--- config.mk ---
export PLATFORM = sky130hd
export DESIGN_NAME = rxbd_engine
export DESIGN_NICKNAME = d
export VERILOG_FILES = /design/src/rtl/rxbd_pkg.sv /design/src/rtl/rxbd_lane.sv /design/src/rtl/rxbd_status.sv /design/src/rtl/rxbd_next_ptr.sv /design/src/rtl/rxbd_engine.sv
export SDC_FILE = /design/constraint.sdc
export NUM_CORES = 1
export LEC_CHECK = 0
export ABC_CLOCK_PERIOD_IN_PS = 3220
export BUFFER_PORTS_ARGS = -buffer_cell sky130_fd_sc_hd__buf_2
export CAP_MARGIN = 20
export CORE_UTILIZATION = 55
export DETAILED_ROUTE_END_ITERATION = 7
export PLACE_DENSITY_LB_ADDON = 0.2
export SETUP_SLACK_MARGIN = 0.2
export SLEW_MARGIN = 20
export SYNTH_ARGS = -nofsm -noshare
export SYNTH_HDL_FRONTEND = slang
export SYNTH_SLANG_ARGS = --single-unit
--- constraint.sdc ---
create_clock -name clk -period 3.22 [get_ports clk]
set_input_delay 0.644 -clock clk [delete_from_list [all_inputs] [get_ports clk]]
set_output_delay 0.644 -clock clk [all_outputs]
set_load 0.05 [all_outputs]
--- src/rtl/rxbd_pkg.sv ---
package rxbd_pkg;
    localparam int LEN_W      = 16;
    localparam int FLAG_W     = 16;
    localparam int DESC_BYTES = 8;
    localparam int FL_EMPTY   = 15;
    localparam int FL_WRAP    = 13;
    localparam int FL_LAST    = 11;
    localparam int FL_LONG    = 5;

    typedef enum logic [2:0] {
        ST_IDLE = 3'd0,
        ST_HDR  = 3'd1,
        ST_ADR  = 3'd2,
        ST_LOAD = 3'd3,
        ST_DATA = 3'd4,
        ST_WB   = 3'd5
    } rx_st_e;
endpackage

--- src/rtl/rxbd_lane.sv ---
module rxbd_lane #(
    parameter int ADDR_W = 16
) (
    input  logic [ADDR_W-1:0]        bufa,
    input  logic [rxbd_pkg::LEN_W-1:0] offs,
    input  logic [7:0]               data,
    output logic [ADDR_W-3:0]        waddr,
    output logic [3:0]               be,
    output logic [31:0]              wdata
);
    logic [ADDR_W-1:0] byte_addr;

    always_comb begin
        byte_addr = bufa + ADDR_W'(offs);
        waddr     = byte_addr[ADDR_W-1:2];
    end

    for (genvar g = 0; g < 4; g++) begin : g_lane
        always_comb begin
            be[g]            = (byte_addr[1:0] == 2'(g));
            wdata[8*g +: 8]  = data;
        end
    end
endmodule

--- src/rtl/rxbd_status.sv ---
module rxbd_status (
    input  logic [rxbd_pkg::FLAG_W-1:0] flags_in,
    input  logic                        is_last,
    input  logic                        too_long,
    input  logic [rxbd_pkg::LEN_W-1:0]  count,
    output logic [31:0]                 word
);
    import rxbd_pkg::*;
    logic [FLAG_W-1:0] f;

    always_comb begin
        f           = flags_in;
        f[FL_EMPTY] = 1'b0;
        f[FL_LAST]  = is_last;
        f[FL_LONG]  = too_long;
        word        = {f, count};
    end
endmodule

--- src/rtl/rxbd_next_ptr.sv ---
module rxbd_next_ptr #(
    parameter int ADDR_W = 16
) (
    input  logic [ADDR_W-1:0] cur,
    input  logic [ADDR_W-1:0] base_al,
    input  logic              wrap,
    output logic [ADDR_W-1:0] nxt
);
    localparam logic [ADDR_W-1:0] STEP = ADDR_W'(rxbd_pkg::DESC_BYTES);

    always_comb begin
        nxt = wrap ? base_al : cur + STEP;
    end
endmodule

--- src/rtl/rxbd_engine.sv ---
module rxbd_engine #(
    parameter int ADDR_W = 16
) (
    input  logic                        clk,
    input  logic                        rst_n,
    input  logic                        enable,
    input  logic                        kick,
    input  logic [ADDR_W-1:0]           ring_base,
    input  logic [rxbd_pkg::LEN_W-1:0]  max_buf,
    input  logic [rxbd_pkg::LEN_W-1:0]  frame_limit,
    input  logic                        in_valid,
    input  logic [7:0]                  in_data,
    input  logic                        in_last,
    output logic                        in_ready,
    output logic                        mem_req,
    output logic                        mem_we,
    output logic [ADDR_W-3:0]           mem_addr,
    output logic [3:0]                  mem_be,
    output logic [31:0]                 mem_wdata,
    input  logic [31:0]                 mem_rdata,
    output logic                        rx_active,
    output logic                        ev_rxb,
    output logic                        ev_rxf
);
    import rxbd_pkg::*;

    localparam int WA_W = ADDR_W - 2;

    typedef struct packed {
        rx_st_e             st;
        logic               active;
        logic [ADDR_W-1:0]  ptr;
        logic [ADDR_W-1:0]  bufa;
        logic [LEN_W-1:0]   cnt;
        logic [LEN_W-1:0]   total;
        logic [FLAG_W-1:0]  flags;
        logic               open;
        logic               skip;
        logic               wb_last;
        logic               wb_long;
        logic               ev_b;
        logic               ev_f;
    } rx_state_t;

    rx_state_t r_q, r_d;

    logic [ADDR_W-1:0] base_al;
    logic [ADDR_W-1:0] ptr_nx;
    logic [WA_W-1:0]   lane_addr;
    logic [3:0]        lane_be;
    logic [31:0]       lane_data;
    logic [31:0]       wb_word;
    logic              acc;
    logic [LEN_W-1:0]  cnt_nx;
    logic [LEN_W-1:0]  total_nx;

    assign base_al = {ring_base[ADDR_W-1:3], 3'b000};

    rxbd_lane #(.ADDR_W(ADDR_W)) u_lane (
        .bufa  (r_q.bufa),
        .offs  (r_q.cnt),
        .data  (in_data),
        .waddr (lane_addr),
        .be    (lane_be),
        .wdata (lane_data)
    );

    rxbd_status u_status (
        .flags_in (r_q.flags),
        .is_last  (r_q.wb_last),
        .too_long (r_q.wb_long),
        .count    (r_q.cnt),
        .word     (wb_word)
    );

    rxbd_next_ptr #(.ADDR_W(ADDR_W)) u_next (
        .cur     (r_q.ptr),
        .base_al (base_al),
        .wrap    (r_q.flags[FL_WRAP]),
        .nxt     (ptr_nx)
    );

    always_comb begin
        r_d       = r_q;
        r_d.ev_b  = 1'b0;
        r_d.ev_f  = 1'b0;
        in_ready  = (r_q.st == ST_IDLE) || (r_q.st == ST_DATA);
        acc       = in_valid && in_ready;
        cnt_nx    = r_q.cnt + 1'b1;
        total_nx  = r_q.total + 1'b1;
        mem_req   = 1'b0;
        mem_we    = 1'b0;
        mem_addr  = r_q.ptr[ADDR_W-1:2];
        mem_be    = 4'h0;
        mem_wdata = 32'h0;

        if (!enable) begin
            r_d.st     = ST_IDLE;
            r_d.active = 1'b0;
            r_d.ptr    = base_al;
            r_d.total  = '0;
            r_d.open   = 1'b0;
            r_d.skip   = acc ? !in_last : (r_q.skip | r_q.open);
        end else begin
            unique case (r_q.st)
                ST_IDLE: begin
                    if (acc) r_d.skip = !in_last;
                    if (kick) begin
                        r_d.active = 1'b1;
                        r_d.st     = ST_HDR;
                    end
                end
                ST_HDR: begin
                    mem_req = 1'b1;
                    r_d.st  = ST_ADR;
                end
                ST_ADR: begin
                    r_d.flags = mem_rdata[31:16];
                    if (!mem_rdata[16+FL_EMPTY]) begin
                        r_d.active = 1'b0;
                        r_d.st     = ST_IDLE;
                        r_d.skip   = r_q.skip | r_q.open;
                        r_d.open   = 1'b0;
                        r_d.total  = '0;
                    end else begin
                        mem_req  = 1'b1;
                        mem_addr = r_q.ptr[ADDR_W-1:2] + 1'b1;
                        r_d.st   = ST_LOAD;
                    end
                end
                ST_LOAD: begin
                    r_d.bufa = mem_rdata[ADDR_W-1:0];
                    r_d.cnt  = '0;
                    r_d.st   = ST_DATA;
                end
                ST_DATA: begin
                    if (acc) begin
                        if (r_q.skip) begin
                            r_d.skip = !in_last;
                        end else begin
                            mem_req   = 1'b1;
                            mem_we    = 1'b1;
                            mem_addr  = lane_addr;
                            mem_be    = lane_be;
                            mem_wdata = lane_data;
                            r_d.cnt   = cnt_nx;
                            r_d.total = total_nx;
                            r_d.open  = !in_last;
                            if (in_last || cnt_nx == max_buf) begin
                                r_d.st      = ST_WB;
                                r_d.wb_last = in_last;
                                r_d.wb_long = in_last &&
                                    ({1'b0, total_nx} > {1'b0, frame_limit});
                            end
                        end
                    end
                end
                ST_WB: begin
                    mem_req   = 1'b1;
                    mem_we    = 1'b1;
                    mem_be    = 4'hF;
                    mem_wdata = wb_word;
                    r_d.ev_f  = r_q.wb_last;
                    r_d.ev_b  = !r_q.wb_last;
                    r_d.ptr   = ptr_nx;
                    if (r_q.wb_last) r_d.total = '0;
                    r_d.st    = ST_HDR;
                end
                default: r_d.st = ST_IDLE;
            endcase
        end
    end

    always_ff @(posedge clk or negedge rst_n) begin
        if (!rst_n) r_q <= '0;
        else        r_q <= r_d;
    end

    assign rx_active = r_q.active;
    assign ev_rxb    = r_q.ev_b;
    assign ev_rxf    = r_q.ev_f;


    inactive_quiet_chk: assert property (@(posedge clk) disable iff (!rst_n)
        !rx_active |-> !mem_req);


    kick_origin_chk: assert property (@(posedge clk) disable iff (!rst_n)
        $rose(rx_active) |-> $past(kick && enable));


    disable_idle_chk: assert property (@(posedge clk) disable iff (!rst_n)
        !enable |=> !rx_active);


    event_after_wb_chk: assert property (@(posedge clk) disable iff (!rst_n)
        (ev_rxb || ev_rxf) |-> $past(r_q.st == ST_WB));


    buf_bound_chk: assert property (@(posedge clk) disable iff (!rst_n)
        (r_q.st == ST_DATA) |-> (r_q.cnt < max_buf));
endmodule

# Word-level counts from Yosys, hierarchy flattened
# Cells that the tools add are included.
[word_totals]
register_bits = 89
input_bits = 94
out_inout_bits = 56
elab_cells = 114
[classes]
n_addsub = 5
magnitude_cmp = 1
n_eq_ne = 23
mux = 51
bitwise_logic = 2
reduce_logical = 19
[op_table]
columns = ["operator", "n"]
rows = [
  ["2-to-1 mux 32 bit", 5],
  ["2-to-1 mux 16 bit", 5],
  ["case mux 32 bit (2 select lines)", 1],
  ["2-to-1 mux 14 bit", 4],
  ["case mux 16 bit (3 select lines)", 1],
  ["adder 16 x 1 -> 16 bit (second input constant)", 2],
  ["case mux 16 bit (2 select lines)", 1],
  ["case mux 14 bit (2 select lines)", 1],
  ["2-to-1 mux 20 bit", 1],
  ["2-to-1 mux 4 bit", 5],
  ["inequality test 3 bit (second input constant)", 6],
  ["case mux 3 bit (6 select lines)", 1],
  ["adder 16 bit", 1],
  ["adder 16 x 4 -> 16 bit (second input constant)", 1],
  ["equality test 16 bit", 1],
  ["> comparator 16 bit", 1],
  ["AND reduction 4 bit", 4],
  ["adder 14 x 1 -> 14 bit (second input constant)", 1],
  ["2-to-1 mux 2 bit", 7],
  ["2-to-1 mux 1 bit", 10],
  ["AND reduction 5 bit", 2],
  ["2-to-1 mux 3 bit", 3],
  ["inequality test 4 x 1 -> 1 bit (second input constant)", 2],
  ["case mux 4 bit (2 select lines)", 1],
  ["22 further kinds", 34],
]

# Longest topological paths before layout
# Gate-level depths: netlist (run 1).
[depth]
word_depth = 8
ltp_mapped = 13
ltp_nobuf = 13

# Cells and area by module
# Synthesis (run 1) repeated with hierarchy kept, for this count alone.
[unflattened]
cells_unflattened = 994
hier_area_um2 = 7832.5
[by_module_without_submodules]
columns = ["mod", "n_inst", "cells_each", "area_each_um2", "seq_area_each_um2"]
rows = [
  ["rxbd_engine", 1, 749, 6055.8, 2252.2],
  ["rxbd_lane", 1, 152, 1129.8, 0.0],
  ["rxbd_next_ptr", 1, 60, 402.9, 0.0],
  ["rxbd_status", 1, 33, 244.0, 0.0],
]

# Least setup slack after synthesis (run 1)
# Ideal clock, no wire load.
[synth_timing]
kind = "input port to output port"
start = "input in_valid"
end = "output mem_addr[12]"
t_arrival_ns = 3.171
required_time_ns = 2.576
slack_ns = -0.595
stages = 5
n_path_buf = 1
cell_sequence = "nand2b_1 nor3b_2 nand2_1 buf_4 o311ai_0"
[synth_between]
elab_chain_cells = 4
[synth_lines]
columns = ["element", "line_no", "source"]
rows = [
  ["start: declaration", "rxbd_engine.sv:11", "input logic in_valid,"],
  ["logical AND 1 bit", "rxbd_engine.sv:88", "acc = in_valid && in_ready;"],
  ["2-to-1 mux 14 bit", "rxbd_engine.sv:137", "if (acc) begin"],
  ["case mux 14 bit (2 select lines)", "rxbd_engine.sv:105", "unique case (r_q.st)"],
  ["2-to-1 mux 14 bit", "rxbd_engine.sv:97", "if (!enable) begin"],
  ["end: declaration", "rxbd_engine.sv:17", "output logic [ADDR_W-3:0] mem_addr,"],
]
# No other way between the ends.

# Worst setup path after layout (run 1)
[layout_timing]
start = "register r_q[44] (netlist name)"
end = "output mem_addr[12]"
[layout_between]
elab_chain_cells = 5
[layout_lines]
columns = ["element", "line_no", "source"]
rows = [
  ["start: declaration", "rxbd_engine.sv:45", "rx_state_t r_q, r_d;"],
  ["start signal: assignment", "rxbd_engine.sv:176", "else r_q <= r_d;"],
  ["adder 16 bit", "rxbd_lane.sv:14", "byte_addr = bufa + ADDR_W'(offs);"],
  ["2-to-1 mux 14 bit", "rxbd_engine.sv:138", "if (r_q.skip) begin"],
  ["2-to-1 mux 14 bit", "rxbd_engine.sv:137", ""],
  ["case mux 14 bit (2 select lines)", "rxbd_engine.sv:105", ""],
  ["2-to-1 mux 14 bit", "rxbd_engine.sv:97", ""],
]
# No other way between the ends.

==> impl_metrics.env, run 1 <==
export IMPL_ant_nets=0
export IMPL_critPathArrivalTime_ns=2.86
export IMPL_synth_cell_types=57
export IMPL_dp_hpwl_mm=12.62
export IMPL_post_drt_wl_per_cell_um=16.40
export IMPL_synthToLayoutAreaGrowth_pct=25.03
export IMPL_worstPathMaxFanout=4
export IMPL_cp_required_ns=2.58
export IMPL_synth_simple_area_share_pct=20.75
export IMPL_synthArstFlopShare_pct=100.0
export IMPL_crit_path_end="mem_addr[12]"
export IMPL_synth_seq_cells=84
export IMPL_grt_pass1_wl_mm=27.50
export IMPL_wl_met2_mm=8.813
export IMPL_syn_num_nets=886
export IMPL_grt_pass1_vias=5918
export IMPL_crit_chain="ha_2 -> or3_4 -> or3_4 -> o211ai_1 -> mux2_4 -> mux2i_1 -> o311ai_2 -> buf_6"
export IMPL_diodes=0
export IMPL_port_buffers=144
export IMPL_remaining_drc_errors=0
export IMPL_synth_top_family_by_area="compound AO/OA/AOI/OAI gates"
export IMPL_reg2reg_depth=12
export IMPL_drive_gt1_share_pct=30.76
export IMPL_vias_per_cell=5.844
export IMPL_r2r_slack_ns=0.42
export IMPL_power_switching_w=0.001133
export IMPL_place_ws_ns=0.03303
export IMPL_synthMuxAreaShare_pct=6.135
export IMPL_setup_violations=2
export IMPL_worstSetupPathType="flip-flop to output port"
export IMPL_switching_share_pct=35.20
export IMPL_clk_latency_ns=0.37
export IMPL_wl_met1_mm=7.218
export IMPL_antenna_found_initial=0
export IMPL_r2r_start="r_q[22]"
export IMPL_ir_drop_mv=0.3112
export IMPL_dieArea_um2=11660
export IMPL_post_route_period_util_pct=108.8
export IMPL_synthXorXnorAreaFrac_pct=6.236
export IMPL_synthAdderAreaFrac_pct=7.208
export IMPL_core_area_um2=10890
export IMPL_fin_util_pct=70.96
export IMPL_p_leak_nw=3.773
export IMPL_cpMostUsedCell="or3_4"
export IMPL_max_slew_worst_pin_slew_ns=0.8171
export IMPL_synth_compound_area_share_pct=20.87
export IMPL_critPathSlowestCell="dfrtp_1"
export IMPL_globalRouteOverflowTotal=0
export IMPL_ys_warn_count=0
export IMPL_io_pins=150
export IMPL_seqPwrFrac_pct=42.8
export IMPL_met3_length_um=993
export IMPL_syn_area_um2=6180
export IMPL_synth_common_cells="nand2_1, o21ai_0, dfrtp_1, a21oi_1, nor2_1"
export IMPL_synthTopCellsByArea="dfrtp_1, o21ai_0, nand2_1"
export IMPL_wl_mm=17.38
export IMPL_ctsLongestPathBuffers=2
export IMPL_cp_end_kind="output port"
export IMPL_vias=6195
export IMPL_die_x_um=108
export IMPL_cap_violations=0
export IMPL_path_clk_slew_ns=0.09
export IMPL_maxSlewViolCount=0
export IMPL_num_rows=38
export IMPL_yosysSeqAreaShare_pct=34.01
export IMPL_startpoint="r_q[44]"
export IMPL_final_nets=1044
export IMPL_clockRootBuffer="clkbuf_8"
export IMPL_post_route_min_period_ns=3.502
export IMPL_ys_flop_type="dfrtp_1"
export IMPL_violations="setup timing"
export IMPL_die_y_um=108
export IMPL_comb_power_share_pct=30.8
export IMPL_rsz0062_at_grt="true"
export IMPL_dr_max_layer_used="met4"
export IMPL_crit_path_start_kind="flip-flop"
export IMPL_synthMostInstantiatedCell="nand2_1"
export IMPL_fmax_mhz=285.6
export IMPL_grt_max_degree=85
export IMPL_worst_path_largest_cell_delay_ns=0.39
export IMPL_skew_ns=0.01015
export IMPL_dr_pass1_iters=5
export IMPL_clkPwrFrac_pct=26.4
export IMPL_syn_inst=757
export IMPL_max_slew_margin_pct=45.53
export IMPL_finalHoldViolCount=0
export IMPL_clock_sink_count=84
export IMPL_yosysTopAreaCell="dfrtp_1"
export IMPL_outcome="finished, violations left"
export IMPL_h_tree_depth=3
export IMPL_hp_class="primary input to asynchronous set/reset pin"
export IMPL_start_util_pct=56.76
export IMPL_numCtsBuffers=9
export IMPL_power_density_nw_per_um2=416.4
export IMPL_timing_final_ws_setup_ns=-0.2819
export IMPL_syn_avg_cell_area_um2=8.163
export IMPL_p_int_w=0.002085
export IMPL_r2r_end="r_q[2]"
export IMPL_synth_top_cell_area_share_pct=34.01
export IMPL_fillers=886
export IMPL_drt_iter0_drc=401
export IMPL_track_usage_pct=30.07
export IMPL_cts_hold_buf=0
export IMPL_synth_edff_count=0
export IMPL_gp_congestion=0.8855
export IMPL_cts_tree="built"
-- power groups by stage --
stage | registers [W] | logic (W) | clock network, W
final | 0.00138 | 0.000990 | 0.000851
after global routing | 0.00139 | 0.00107 | 0.000905
after CTS | 0.00137 | 0.000960 | 0.000859
after detailed placement | 0.00138 | 0.000888 | 0
after global placement | 0.00137 | 0.000859 | 0
after floorplan | 0.00134 | 0.000651 | 0
-- routing by layer --
metal,global-route usage (%),vias up
met4,10.47,0
met3,5.365,31
met2,52.09,223
met1,37.52,2945
met5,0,-
li1,-,2996
-- worst min path at each step --
stage / start / end / slack [ns] / cells after the start
floorplan: rst_n / ev_rxb / 0.35 / 0
global placement: r_q[9] / r_q[9] / 0.49 / 1
detailed placement: r_q[18] / r_q[18] / 0.50 / 1
CTS: mem_rdata[17] / r_q[7] / 0.49 / 2
global route: rst_n / r_q[31] / 0.37 / 1
finish: rst_n / r_q[31] / 0.31 / 1
-- layout by cell type (no fill, tap or decap), types with 11 or more instances in the layout --
cell and n:
inv_1 28, buf_6 11, buf_4 42, dfrtp_1 81, a21oi_1 71, mux2_2 30
and3_1 13, nand2_1 115, o21ai_0 72, nand3_1 16, buf_2 132, o22ai_1 11
ha_1 26, xnor2_1 16, xor2_1 25, nor2_1 51
-- through the flow --
step / instances / setup TNS, ns / total power [W] / hold WS [ns] / instance area (µm²)
after floorplan: 757 / 0 / 0.001989 / 0.3484 / 6216
after global placement: 1032 / 0 / 0.002226 / 0.4893 / 7159
after detailed placement: 1032 / 0 / 0.002266 / 0.4950 / 7159
after CTS: 1056 / -0.2312 / 0.003186 / 0.4901 / 7602
after global routing: 1060 / -0.6693 / 0.003373 / 0.3737 / 7726
final: 1060 / -0.3778 / 0.003217 / 0.3065 / 7726
-- logic make-up (layout without fill, tap and decap cells) --
family / count (synthesis) / in the layout
xor+xnor: 44 / 44
buf+inv: 69 / 232
flops: 84 / 84
compound gates: 224 / 224
mux: 34 / 34
fa+ha+maj: 35 / 35
simple gates: 267 / 267
-- registers in the layout, summed over array words and instances (netlist names) --
register	count
ev_rxb	1
r_q	81
ev_rxf	1
rx_active	1
-- critical path: cells and delay by family (launching register included) --
| kind | cells | cell delay, ns |
|---|---|---|
| and+or+nand+nor | 2 | 0.71 |
| buffers and inverters | 1 | 0.18 |
| adders and majority gates | 1 | 0.22 |
| DFF | 1 | 0.39 |
| muxes | 2 | 0.53 |
| AOI/OAI and AO/OA | 2 | 0.46 |
-- layout make-up --
type	count	area, µm²	area share, %
Clock buffer	10	127.6	1.652
Clock inverter	6	86.33	1.117
Inverter	30	112.6	1.457
Multi-Input combinational cell	604	4011	51.92
Sequential cell	84	2106	27.26
Tap cell	140	175.2	2.267
Timing Repair Buffer	186	1107	14.33
-- repair_timing --
action,4_1_cts,5_1_grt
pin swaps,17,6
setup buffers,8,4
endpoints found under the setup margin,34,49
resized for setup,43,25
Power figures use the tool's default switching activity.
==> inputs of run 2 (changes only) <==
--- a/config.mk
+++ b/config.mk
@@ -5,10 +5,10 @@
 export SDC_FILE = /design/constraint.sdc
 export NUM_CORES = 1
 export LEC_CHECK = 0
-export ABC_CLOCK_PERIOD_IN_PS = 3220
+export ABC_CLOCK_PERIOD_IN_PS = 4150
 export BUFFER_PORTS_ARGS = -buffer_cell sky130_fd_sc_hd__buf_2
 export CAP_MARGIN = 20
-export CORE_UTILIZATION = 55
+export CORE_UTILIZATION = 59
 export DETAILED_ROUTE_END_ITERATION = 7
 export PLACE_DENSITY_LB_ADDON = 0.2
 export SETUP_SLACK_MARGIN = 0.2
==> constraint.sdc (replaced) <==
create_clock -name clk -period 4.15 [get_ports clk]
set_input_delay 0.83 -clock clk [delete_from_list [all_inputs] [get_ports clk]]
set_output_delay 0.83 -clock clk [all_outputs]
set_load 0.05 [all_outputs]
==> run 2 against run 1 <==
The flow now finishes without violations. Final cell count down 3.4%. Sequential power down 23%. Non-clock buffer count down 29. Worst hold slack better by 0.20 ns. Total power down 28%. Via count down 2.0%. Flip-flop and latch count unchanged. Critical path depth unchanged. Cell area down 6.9%. Utilization up 1.3 points. Combinational power down 32%. Critical path type unchanged.
==> impl_metrics.env, run 2 (synthesized netlist as in run 1, its figures left out) <==
export IMPL_dieArea_um2=10890
export IMPL_io_pins=150
export IMPL_post_route_min_period_ns=3.841
export IMPL_ctsLongestPathBuffers=2
export IMPL_seqPwrFrac_pct=46.0
export IMPL_final_nets=1015
export IMPL_critPathSlowestCell="dfrtp_1"
export IMPL_switching_share_pct=35.56
export IMPL_clockRootBuffer="clkbuf_8"
export IMPL_drt_iter0_drc=346
export IMPL_fmax_mhz=260.4
export IMPL_cp_required_ns=3.32
export IMPL_critPathArrivalTime_ns=3.01
export IMPL_setup_violations=0
export IMPL_clk_latency_ns=0.36
export IMPL_finalHoldViolCount=0
export IMPL_diodes=0
export IMPL_r2r_slack_ns=0.96
export IMPL_grt_pass1_vias=5812
export IMPL_drive_gt1_share_pct=24.80
export IMPL_post_route_period_util_pct=92.54
export IMPL_comb_power_share_pct=29.4
export IMPL_cp_end_kind="output port"
export IMPL_worst_path_largest_cell_delay_ns=0.50
export IMPL_crit_path_start_kind="flip-flop"
export IMPL_clock_sink_count=84
export IMPL_globalRouteOverflowTotal=0
export IMPL_cap_violations=0
export IMPL_largest_register="r_q"
export IMPL_grt_pass1_wl_mm=27.36
export IMPL_port_buffers=144
export IMPL_track_usage_pct=31.10
export IMPL_max_slew_margin_pct=30.70
export IMPL_fin_util_pct=72.29
export IMPL_worstPathMaxFanout=8
export IMPL_power_switching_w=0.0008204
export IMPL_ir_drop_mv=0.2072
export IMPL_worstSetupPathType="flip-flop to output port"
export IMPL_die_x_um=104.3
export IMPL_clkPwrFrac_pct=24.6
export IMPL_numCtsBuffers=9
export IMPL_die_y_um=104.3
export IMPL_max_slew_worst_pin_slew_ns=1.033
export IMPL_post_drt_wl_per_cell_um=16.18
export IMPL_core_area_um2=9955
export IMPL_antenna_found_initial=0
export IMPL_holdWs_ns=0.5076
export IMPL_grt_max_degree=85
export IMPL_path_clk_slew_ns=0.09
export IMPL_power_density_nw_per_um2=320.6
export IMPL_fin_setup_tns_ns=0
export IMPL_cpMostUsedCell="or3_1"
export IMPL_final_cell_mix="buf_2, nand2_1, o21ai_0, dfrtp_1, a21oi_1"
export IMPL_final_area_um2=7196
export IMPL_remaining_drc_errors=0
export IMPL_p_int_w=0.001486
export IMPL_dp_hpwl_mm=12.34
export IMPL_largest_reg_flops=81
export IMPL_ant_nets=0
export IMPL_h_tree_depth=3
export IMPL_crit_chain="ha_1 -> or3_1 -> or3_1 -> o211ai_1 -> mux2_2 -> mux2i_1 -> o311ai_1 -> buf_4"
export IMPL_skew_ns=0.007363
export IMPL_hp_class="primary input to asynchronous set/reset pin"
export IMPL_layout_commonest_cell="buf_2"
export IMPL_wl_mm=16.57
export IMPL_vias=6073
export IMPL_dr_pass1_iters=5
export IMPL_start_util_pct=62.08
export IMPL_synthToLayoutAreaGrowth_pct=16.44
export IMPL_cts_hold_buf=0
export IMPL_maxSlewViolCount=0
export IMPL_cts_tree="built"
export IMPL_placed_area_um2=6962
export IMPL_num_rows=36
export IMPL_vias_per_cell=5.931
export IMPL_gp_congestion=0.9060
export IMPL_outcome="finished clean"
export IMPL_rsz0062_at_grt="true"
export IMPL_p_leak_nw=3.566
[run 2: cell types whose count changed in the layout (fill, tap and decap cells not counted), sizes merged]
cell / delta
inv: -1
buf: -28
clkbuf: +1
clkinv: +1
bufinv: -2
[run 2: power groups by stage]
stage / combinational, W / clock [W] / sequential (W)
2_1_floorplan: 0.000487 / 0 / 0.00104
3_3_place_gp: 0.000639 / 0 / 0.00106
3_5_place_dp: 0.000663 / 0 / 0.00107
4_1_cts: 0.000667 / 0.000582 / 0.00106
5_1_grt: 0.000744 / 0.000605 / 0.00108
6_report: 0.000677 / 0.000568 / 0.00106
[run 2: per-stage QoR]
step                total power (W)  setup WS [ns]  instances
floorplan                  0.001525         0.2965        757
global placement           0.001703         0.5269       1005
detailed placement         0.001738         0.4912       1005
CTS                        0.002308         0.2395       1021
global route               0.002428         0.1678       1024
finish                     0.002307         0.3094       1024
[run 2: area by class of cell]
cell class,count,area [µm²]
Multi-Input combinational cell,604,3795
Fill cell,820,2759
Sequential cell,84,2107
Timing Repair Buffer,157,827.0
Tap cell,133,166.4
Clock buffer,12,165.2
Inverter,30,112.6
Clock inverter,4,22.52
[run 2: worst max-delay path: cells and delay by family (launching register included)]
family,cells,cell delay [ns]
compound gates,2,0.41
fa+ha+maj,1,0.30
buf+inv,1,0.22
flops,1,0.50
mux,2,0.53
simple gates,2,0.69
[run 2: layer usage]
| layer | vias to the layer above | wire length [µm] | track usage, % |
|---|---|---|---|
| li1 | 2944 | - | - |
| met1 | 2892 | 7215 | 41.06 |
| met2 | 210 | 7946 | 51.42 |
| met3 | 27 | 1063 | 4.386 |
| met4 | 0 | 340 | 12.24 |
| met5 | - | 0 | 0 |
[run 2: worst paths after layout]
check                             start      endpoint  cells after the start
worst min register to register  r_q[37]       r_q[37]                      1
max in group asynchronous         rst_n       r_q[38]                      1
min in group clk                r_q[37]       r_q[37]                      1
worst max register to register  r_q[22]        r_q[2]                     12
worst min-delay path              rst_n       r_q[30]                      1
worst max-delay path            r_q[45]  mem_addr[12]                      8
[run 2: what timing repair did]
item                       4_1_cts  5_1_grt
gates resized for setup          1       10
setup buffers                    0        3
pin swaps                        0        2
setup endpoints to repair        1        2
==> inputs of run 3 (changes only) <==
--- a/config.mk
+++ b/config.mk
@@ -5,14 +5,14 @@
 export SDC_FILE = /design/constraint.sdc
 export NUM_CORES = 1
 export LEC_CHECK = 0
-export ABC_CLOCK_PERIOD_IN_PS = 4150
 export BUFFER_PORTS_ARGS = -buffer_cell sky130_fd_sc_hd__buf_2
 export CAP_MARGIN = 20
-export CORE_UTILIZATION = 59
+export CORE_UTILIZATION = 62
 export DETAILED_ROUTE_END_ITERATION = 7
 export PLACE_DENSITY_LB_ADDON = 0.2
 export SETUP_SLACK_MARGIN = 0.2
 export SLEW_MARGIN = 20
 export SYNTH_ARGS = -nofsm -noshare
 export SYNTH_HDL_FRONTEND = slang
+export SYNTH_HIERARCHICAL = 1
 export SYNTH_SLANG_ARGS = --single-unit
==> run 3 against run 2 <==
Worst hold slack worse by 0.028 ns. Critical path depth is the same. Via count is 19% higher. Synthesized cell count is 29% higher. Clock power rose by 50%. Non-clock buffer count rose by 5. Combinational power fell by 1%. Critical endpoint is now mem_addr[13]. Wire length increased by 21%. Register-to-register slack hardly changed. First-iteration DRC count is 77% higher. Total power increased by 11%. Largest cell class unchanged. Sequential share of layout area fell by 3.3 points.
==> impl_metrics.env, run 3 <==
export IMPL_outcome="finished clean"
export IMPL_power_density_nw_per_um2=311.9
export IMPL_crit_chain="ha_1 -> o21ai_0 -> nor2_2 -> a41oi_2 -> o41ai_2 -> xnor2_1 -> a221o_1 -> buf_2"
export IMPL_syn_inst=973
export IMPL_post_route_period_util_pct=93.18
export IMPL_ys_warn_count=6
export IMPL_diodes=0
export IMPL_start_util_pct=63.48
export IMPL_ir_drop_mv=0.3836
export IMPL_setup_violations=0
export IMPL_die_x_um=112.9
export IMPL_vias=7252
export IMPL_skew_ns=0.009447
export IMPL_wl_mm=19.97
export IMPL_fin_setup_tns_ns=0
export IMPL_remaining_drc_errors=0
export IMPL_rsz0062_at_grt="true"
export IMPL_finalHoldViolCount=0
export IMPL_maxSlewViolCount=0
export IMPL_dr_pass1_iters=6
export IMPL_ant_nets=0
export IMPL_grt_pass1_wl_mm=32.31
export IMPL_critPathSlowestCell="dfrtp_1"
export IMPL_clkPwrFrac_pct=33.4
export IMPL_worstSetupPathType="flip-flop to output port"
export IMPL_antenna_found_initial=0
export IMPL_final_cell_mix="nand2_1, buf_2, nor2_1, dfrtp_1, o21ai_0"
export IMPL_critPathArrivalTime_ns=3.04
export IMPL_post_drt_wl_per_cell_um=17.01
export IMPL_ctsLongestPathBuffers=2
export IMPL_drt_iter0_drc=611
export IMPL_layout_commonest_cell="nand2_1"
export IMPL_cap_violations=0
export IMPL_drive_gt1_share_pct=21.81
export IMPL_p_int_w=0.001693
export IMPL_numCtsBuffers=9
export IMPL_max_slew_margin_pct=33.60
export IMPL_cp_end_kind="output port"
export IMPL_worst_path_largest_cell_delay_ns=0.54
export IMPL_placed_area_um2=7883
export IMPL_cp_required_ns=3.32
export IMPL_dp_hpwl_mm=14.33
export IMPL_post_cts_buffers=0
export IMPL_globalRouteOverflowTotal=0
export IMPL_r2r_start="r_q[24]"
export IMPL_largest_reg_flops=82
export IMPL_h_tree_depth=3
export IMPL_multi_input_area_um2=4593
export IMPL_fmax_mhz=258.6
export IMPL_cts_tree="built"
export IMPL_dieArea_um2=12750
export IMPL_grt_max_degree=62
export IMPL_vias_per_cell=6.177
export IMPL_final_area_um2=8198
export IMPL_hold_end="r_q[10]"
export IMPL_syn_avg_cell_area_um2=7.836
export IMPL_final_seq_area_um2=2130
export IMPL_clk_latency_ns=0.36
export IMPL_synthToLayoutAreaGrowth_pct=7.516
export IMPL_crit_path_start_kind="flip-flop"
export IMPL_syn_area_um2=7625
export IMPL_min_from="r_q[10]"
export IMPL_num_rows=40
export IMPL_gp_congestion=0.9242
export IMPL_r2r_slack_ns=0.95
export IMPL_track_usage_pct=32.05
export IMPL_port_buffers=144
export IMPL_r2r_end="r_q[2]"
export IMPL_comb_power_share_pct=26.2
export IMPL_largest_register="r_q"
export IMPL_reg2reg_depth=11
export IMPL_power_switching_w=0.0008642
export IMPL_post_route_min_period_ns=3.867
export IMPL_p_leak_nw=3.846
export IMPL_fillers=1066
export IMPL_seqPwrFrac_pct=40.4
export IMPL_io_pins=150
export IMPL_switching_share_pct=33.80
export IMPL_worstPathMaxFanout=10
export IMPL_core_area_um2=12010
export IMPL_path_clk_slew_ns=0.07
export IMPL_max_slew_worst_pin_slew_ns=0.9936
export IMPL_hp_class="flip-flop to flip-flop"
export IMPL_clock_sink_count=85
export IMPL_clockRootBuffer="clkbuf_16"
export IMPL_die_y_um=112.9
export IMPL_grt_pass1_vias=6596
export IMPL_syn_num_nets=1103
export IMPL_whs_path_depth=2
export IMPL_final_nets=1152
-- run 3: cell types whose count changed in the layout (fill, tap and decap cells not counted), moves of 13 or more --
cell	change
xnor2_1	+19
a31oi_1	+19
o21ai_0	-22
nand3_1	+13
nor2_1	+44
a21oi_1	-40
a22oi_1	+32
nand2_1	+42
-- run 3: worst max-delay path: cells and delay by family (launching register included) --
kind,cells,cell delay (ns)
compound gates,4,1.14
flops,1,0.54
fa+ha+maj,1,0.45
simple gates,1,0.23
buf+inv,1,0.22
xor+xnor,1,0.10
-- run 3: layer usage --
layer | wire length, µm | vias to the layer above | GRT usage, %
li1 | - | 3473 | -
met1 | 8386 | 3374 | 42.17
met2 | 9340 | 344 | 52.51
met3 | 1515 | 61 | 5.035
met4 | 726 | 0 | 14.04
met5 | 0 | - | 0
-- run 3: cell type report --
cell class	instances	area share [%]
flip-flops and latches	85	25.98
repair buffers	162	10.47
clock inverters	6	0.8547
multi-input cells	731	56.03
clock buffers	10	2.915
well taps	147	2.244
inverters	33	1.511
-- run 3: stage by stage --
step | util, % | worst slack [ns] | hold WS [ns] | total power, W | std cells
after global routing | 68.25 | 0.1894 | 0.5110 | 0.002685 | 1174
final | 68.25 | 0.2832 | 0.4801 | 0.002557 | 1174
after floorplan | - | 0.3599 | 0.4469 | 0.001614 | 973
after global placement | 65.63 | 0.6072 | 0.4585 | 0.001688 | 1158
after CTS | 68.20 | 0.2770 | 0.4823 | 0.002566 | 1174
after detailed placement | 65.63 | 0.5821 | 0.4657 | 0.001707 | 1158
-- run 3: how the worst max path moves through the flow --
stage	startpoint	to	slack, ns	cells past startpoint
finish	r_q[41]	mem_addr[13]	0.28	8
global route	r_q[54]	mem_addr[6]	0.19	10
CTS	r_q[40]	mem_addr[12]	0.28	9
detailed placement	enable	mem_addr[4]	0.58	7
global placement	enable	mem_addr[4]	0.61	7
floorplan	r_q[88]	mem_addr[2]	0.36	4
-- run 3: power groups by stage --
stage          Clock [W]  Combinational (W)  Sequential (W)
2_1_floorplan          0           0.000599         0.00102
3_3_place_gp           0           0.000645         0.00104
3_5_place_dp           0           0.000662         0.00105
4_1_cts         0.000867           0.000668         0.00103
5_1_grt         0.000895           0.000743         0.00105
6_report        0.000854           0.000669         0.00103
-- run 3: what timing repair did --
item,CTS,global route
gates resized for setup,0,3
endpoints found under the setup margin,0,3
hold buffers,0,0
